## src/rtl/guard_timer_pkg.sv

```systemverilog
package guard_timer_pkg;

    localparam int CNT_W  = 12;
    localparam int KEY_W  = 8;
    localparam int DATA_W = 32;
    localparam int STAT_CNT_LSB = 16;
    localparam logic [KEY_W-1:0] RESTART_KEY = 8'hA5;

    typedef enum logic [1:0] {
        SEL_CTRL = 2'd0,
        SEL_MODE = 2'd1,
        SEL_STAT = 2'd2,
        SEL_NONE = 2'd3
    } reg_sel_e;

    typedef struct packed {
        logic             stop;
        logic             halt_en;
        logic             cpu_only;
        logic             rst_en;
        logic [CNT_W-1:0] window;
        logic [CNT_W-1:0] reload;
    } mode_t;

    localparam int MODE_W = $bits(mode_t);

    function automatic mode_t mode_reset();
        mode_t m;
        m.stop     = 1'b0;
        m.halt_en  = 1'b1;
        m.cpu_only = 1'b0;
        m.rst_en   = 1'b1;
        m.window   = '1;
        m.reload   = '1;
        return m;
    endfunction

    function automatic logic is_keyed_restart(input logic [DATA_W-1:0] d);
        return (d[DATA_W-1 -: KEY_W] == RESTART_KEY) && d[0];
    endfunction

    function automatic logic [DATA_W-1:0] pack_status(
        input logic [CNT_W-1:0] count,
        input logic             win_err,
        input logic             underflow);
        logic [DATA_W-1:0] r;
        r = '0;
        r[STAT_CNT_LSB +: CNT_W] = count;
        r[1] = win_err;
        r[0] = underflow;
        return r;
    endfunction

endpackage

```

## src/rtl/guard_prescaler.sv

```systemverilog
module guard_prescaler #(
    parameter int DIV = 128
) (
    input  logic clk,
    input  logic rst,
    input  logic run,
    input  logic step,
    input  logic clear,
    output logic tick
);
    localparam int PW = (DIV > 1) ? $clog2(DIV) : 1;

    logic [PW-1:0] pre_q;
    logic          at_end;

    assign at_end = (pre_q == PW'(DIV - 1));
    assign tick   = run && step && at_end;

    always_ff @(posedge clk) begin
        if (rst || clear) begin
            pre_q <= '0;
        end else if (run && step) begin
            pre_q <= at_end ? '0 : pre_q + 1'b1;
        end
    end
endmodule

```

## src/rtl/guard_countdown.sv

```systemverilog
module guard_countdown #(
    parameter int W = 12
) (
    input  logic         clk,
    input  logic         rst,
    input  logic         tick,
    input  logic         load,
    input  logic [W-1:0] reload,
    output logic [W-1:0] count,
    output logic         wrap
);
    assign wrap = tick && (count == '0) && !load;

    always_ff @(posedge clk) begin
        if (rst) begin
            count <= '1;
        end else if (load) begin
            count <= reload;
        end else if (tick) begin
            count <= (count == '0) ? reload : count - 1'b1;
        end
    end
endmodule

```

## src/rtl/guard_pulse.sv

```systemverilog
module guard_pulse #(
    parameter int LEN = 4
) (
    input  logic clk,
    input  logic rst,
    input  logic fire,
    input  logic to_cpu,
    output logic sys_req,
    output logic cpu_req
);
    localparam int LW = $clog2(LEN + 1);

    logic [LW-1:0] left_q;
    logic          cpu_q;
    logic          active;

    assign active  = (left_q != '0);
    assign sys_req = active && !cpu_q;
    assign cpu_req = active && cpu_q;

    always_ff @(posedge clk) begin
        if (rst) begin
            left_q <= '0;
            cpu_q  <= 1'b0;
        end else if (fire) begin
            left_q <= LW'(LEN);
            cpu_q  <= to_cpu;
        end else if (active) begin
            left_q <= left_q - 1'b1;
        end
    end
endmodule

```

## src/rtl/guard_timer.sv

```systemverilog
module guard_timer
    import guard_timer_pkg::*;
#(
    parameter int DIV       = 128,
    parameter int PULSE_LEN = 4
) (
    input  logic              clk,
    input  logic              rst,
    input  logic              slow_tick,
    input  logic              dbg_halt,
    input  logic              reg_wr,
    input  logic              reg_rd,
    input  logic [1:0]        reg_addr,
    input  logic [DATA_W-1:0] reg_wdata,
    output logic [DATA_W-1:0] reg_rdata,
    output logic              sys_rst_req,
    output logic              cpu_rst_req
);
    reg_sel_e         sel;
    mode_t            mode_q;
    logic             locked_q;
    logic             unf_q, err_q;
    logic [CNT_W-1:0] cnt;
    logic             run, tick, wrap;
    logic             keyed, win_open, win_err, underflow, fire, stat_rd;

    assign sel = reg_sel_e'(reg_addr);

    // mode register, locked after its first write
    always_ff @(posedge clk) begin
        if (rst) begin
            mode_q   <= mode_reset();
            locked_q <= 1'b0;
        end else if (reg_wr && sel == SEL_MODE && !locked_q) begin
            mode_q   <= mode_t'(reg_wdata[MODE_W-1:0]);
            locked_q <= 1'b1;
        end
    end

    // restart decode and window rule
    assign keyed    = reg_wr && sel == SEL_CTRL && is_keyed_restart(reg_wdata) && !mode_q.stop;
    assign win_open = (mode_q.window == '1) || (cnt <= mode_q.window);
    assign win_err  = keyed && !win_open;
    assign run      = !mode_q.stop && !(mode_q.halt_en && dbg_halt);

    guard_prescaler #(.DIV(DIV)) i_pre (
        .clk   (clk),
        .rst   (rst),
        .run   (run),
        .step  (slow_tick),
        .clear (keyed),
        .tick  (tick)
    );

    guard_countdown #(.W(CNT_W)) i_cnt (
        .clk    (clk),
        .rst    (rst),
        .tick   (tick),
        .load   (keyed),
        .reload (mode_q.reload),
        .count  (cnt),
        .wrap   (wrap)
    );

    assign underflow = wrap;
    assign fire      = (underflow || win_err) && mode_q.rst_en;

    guard_pulse #(.LEN(PULSE_LEN)) i_pulse (
        .clk     (clk),
        .rst     (rst),
        .fire    (fire),
        .to_cpu  (mode_q.cpu_only),
        .sys_req (sys_rst_req),
        .cpu_req (cpu_rst_req)
    );

    // sticky status flags, cleared by a status read
    assign stat_rd = reg_rd && sel == SEL_STAT;

    always_ff @(posedge clk) begin
        if (rst) begin
            unf_q <= 1'b0;
            err_q <= 1'b0;
        end else begin
            if (underflow)    unf_q <= 1'b1;
            else if (stat_rd) unf_q <= 1'b0;
            if (win_err)      err_q <= 1'b1;
            else if (stat_rd) err_q <= 1'b0;
        end
    end

    always_comb begin
        case (sel)
            SEL_MODE: reg_rdata = DATA_W'(mode_q);
            SEL_STAT: reg_rdata = pack_status(cnt, err_q, unf_q);
            default:  reg_rdata = '0;
        endcase
    end
endmodule

```

## config.mk

```make
export PLATFORM = sky130hd
export DESIGN_NAME = guard_timer
export DESIGN_NICKNAME = d
export VERILOG_FILES = /design/src/rtl/guard_timer_pkg.sv /design/src/rtl/guard_prescaler.sv /design/src/rtl/guard_countdown.sv /design/src/rtl/guard_pulse.sv /design/src/rtl/guard_timer.sv
export SDC_FILE = /design/constraint.sdc
export NUM_CORES = 1
export LEC_CHECK = 0
export ABC_AREA = 0
export CORE_MARGIN = 3
export CORE_UTILIZATION = 40
export DETAILED_ROUTE_END_ITERATION = 16
export PLACE_DENSITY_LB_ADDON = 0.25
export SLEW_MARGIN = 10
export SYNTH_ARGS = -nofsm -noshare
export SYNTH_HDL_FRONTEND = slang
export SYNTH_SLANG_ARGS = --single-unit
```

## constraint.sdc

```tcl
create_clock -name clk -period 3 [get_ports clk]
set_clock_uncertainty 0.2 [all_clocks]
set_input_delay 0.45 -clock clk [delete_from_list [all_inputs] [get_ports clk]]
set_output_delay 0.45 -clock clk [all_outputs]
set_load 0.05 [all_outputs]
```

==> results.ini <==
[status]
outcome = completed

[synth]
yosys_warnings = 0
synth_area_leaders = dfxtp_1 (33%), nand2_1 (8.3%), ha_1 (7.6%), nand3b_1 (5.9%), nor2b_1 (3.2%)
yosys.area.top_type_share_pct = 32.94
synth_cell_types = 53
synth_edf_count = 0
ys_ff_latch = 54
synthFlopType = dfxtp_1
async_flop_share_pct = 0
syn_area_per_cell_sq_um = 7.966
synth_cells = 412
yosysSeqAreaShare_pct = 32.94
yosysTopAreaCell = dfxtp_1
netlist_area_sq_um = 3282

[final_layout]
diodes = 0
final_area_sq_um = 4444
drive_gt1_share_pct = 13.93
mostFrequentLayoutCell = nand2_1
syn2layout_area_growth_pct = 35.42
fin_nets = 541
layout.cells.most_common_list = nand2_1 (73), dfxtp_1 (54), clkdlybuf4s50_1 (41)
instances_no_fill = 583

[clock_network]
postCtsHoldBufs = 0
clk_latency_ns = 0.31
cts_buffer_depth = 2
clk_pin_slew_ns = 0.10
clkSinkCount = 54
clock-root-buffer = clkbuf_8
post_cts.repair.setup_buffers = 0
numCtsBuffers = 5
cts_resized = 0
cts_tree = done
cts_max_level = 2

[setup_path]
r2r_slack_ns = 0.53
critPathBufInv = 2
cp.required_ns = 2.35
slowest_delay_ns = 0.71
crit_type = register to output port
crit_top_cell = nor2b_1
cp_top_family = buffers and inverters
worst_setup_path_start_kind = register
cp-endpoint = cpu_rst_req
crit_fanout = 5
worst_path_max_delay_cell = clkdlybuf4s50_1
critPathArrivalTime_ns = 2.07
reg2reg_to = i_pulse.cpu_q$_SDFFE_PP0P_
worstReg2RegStart = mode_q[13]$_SDFFE_PP1P_
critPathCaptureType = output port
path_depth = 5
critical_path.cell_chain = inv_1 > ha_1 > nor2b_1 > nor2b_1 > clkdlybuf4s50_1
r2r.worst_path.cells = 8
startpoint = i_pulse.left_q[0]$_SDFFE_PP0N_

[sta]
fin_crit_ns = 2.718
finalMaxSlewViolations = 0
finalSetupViolations = 0
timing.hold.ws_ns = 0.2870
relSlewSlack_pct = 57.26
period_share_pct = 90.60
worst_pin_slew_ns = 0.6390
rsz0062_at_grt = no
hold_viol_final = 0
tns_ns = 0
max_freq_mhz = 367.9

[global_routing]
busiest_layer = met2
met1_usage_pct = 28.67
grt.overflow.total = 0
grt_max_degree = 29
grt_use_met3_pct = 3.021
antenna_found_initial = 0
use_met2_pct = 30.17
track_usage_pct = 19.76
grt_pass1_wl_mm = 14.57
grt_pass1_vias = 3015

[placed_design]
dp_hpwl_mm = 6.944
dp.cells = 576
place_area_sq_um = 4368
gp_congestion = 0.9286
io_buffer_count = 69

[detailed_routing]
vias_per_cell = 5.429
drt_first_pass_iters = 5
drtIter0Drc = 184
post-route-drc-count = 0
routed_wl_mm = 8.929
avgRoutedWirePerCell_um = 15.32
vias = 3165
ant_nets = 0

[pwr]
p_per_area_nw_per_um2 = 399.2
total_leakage_power_nw = 1.945
p_total_mw = 1.774
max-vdd-ir-drop_mv = 0.2495

[floorplanning]
start_util_pct = 41.82
rows = 32
die_area_sq_um = 9328
ios = 74
die_x_um = 96.58
design.core.area_sq_um = 7848
die_y_um = 96.58

[min_path]
holdCritStartpoint = mode_q[6]$_SDFFE_PP1P_
hold_class = register to register

[job]
drv_cap = 0

==> worst min-delay path, cell delays in order, from the launching register on <==
cell and delay (ns):
dfxtp_1 0.33, nand2_1 0.05, nand3b_1 0.06
==> layout make-up <==
type	count	area (sq um)
inverters	18	67.56
fillers	748	3403
repair buffers	83	1076
well taps	102	127.6
clock buffers	7	76.32
multi-input cells	319	2016
flip-flops and latches	54	1081
==> kinds of logic after synthesis <==
kind of cell,share of synthesized area (%)
compound gates,15.82
xor+xnor,1.335
fa+ha+maj,7.625
buf+inv,5.985
flops,32.94
mux,0.6100
other cells,0.1143
simple gates,35.57
==> per-layer routing <==
| metal | up-vias | share of wire [%] |
|---|---|---|
| li1 | 1569 | - |
| met3 | 14 | 5.0 |
| met5 | - | 0 |
| met1 | 1479 | 48 |
| met2 | 103 | 45 |
| met4 | 0 | 1.5 |
==> sequential cells by signal (all words and copies together) (netlist names) <==
name	flops
i_pre.pre_q	7
locked_q	1
i_cnt.count	12
i_pulse.left_q	3
mode_q	28
i_pulse.cpu_q	1
unf_q	1
err_q	1
==> power by group <==
| part | internal (mW) | switching (mW) | leakage [nW] | total (mW) |
|---|---|---|---|---|
| Sequential | 0.755 | 0.0329 | 0.441 | 0.788 |
| Combinational | 0.270 | 0.322 | 1.47 | 0.592 |
| Clock | 0.162 | 0.233 | 0.0383 | 0.394 |
| Total | 1.19 | 0.587 | 1.95 | 1.77 |
==> Yosys cell counts (2+ instances only) <==
library cell and number:
a211o_1 4, a211oi_1 3, a21o_1 6, a21oi_1 21, a22oi_1 14, a31oi_1 2, and3_1 16, and3_2 7
and4bb_2 2, buf_4 5, clkbuf_1 16, dfxtp_1 54, ha_1 20, inv_1 18, mux2i_1 2, nand2_1 73
nand2b_1 4, nand3_1 7, nand3b_1 26, nand4_1 7, nor2_1 27, nor2_2 2, nor2b_1 17, nor3_1 12
nor4_1 2, o21ai_0 9, o21bai_1 6, o22ai_1 2, xnor2_1 2, xor2_1 3
==> per-stage QoR <==
stage          setup slack, ns  util (%)
6_report                0.2819     56.63
5_1_grt                0.08639     56.63
4_1_cts                 0.2617     56.63
3_5_place_dp            0.1768     55.66
3_3_place_gp            0.2370     55.66
2_1_floorplan           0.5196         -
==> how the worst min path moves through the flow <==
stage                                       end  depth (start not counted)  slack (ns)
CTS                      mode_q[6]$_SDFFE_PP1P_                          2        0.29
finish                   mode_q[6]$_SDFFE_PP1P_                          2        0.29
detailed placement       mode_q[6]$_SDFFE_PP1P_                          2        0.28
floorplan               mode_q[11]$_SDFFE_PP1P_                          2        0.24
global placement    i_pre.pre_q[5]$_SDFFE_PP0P_                          2        0.27
global route             mode_q[8]$_SDFFE_PP1P_                          2        0.33
Note: power is estimated with default switching activity, not from simulation.
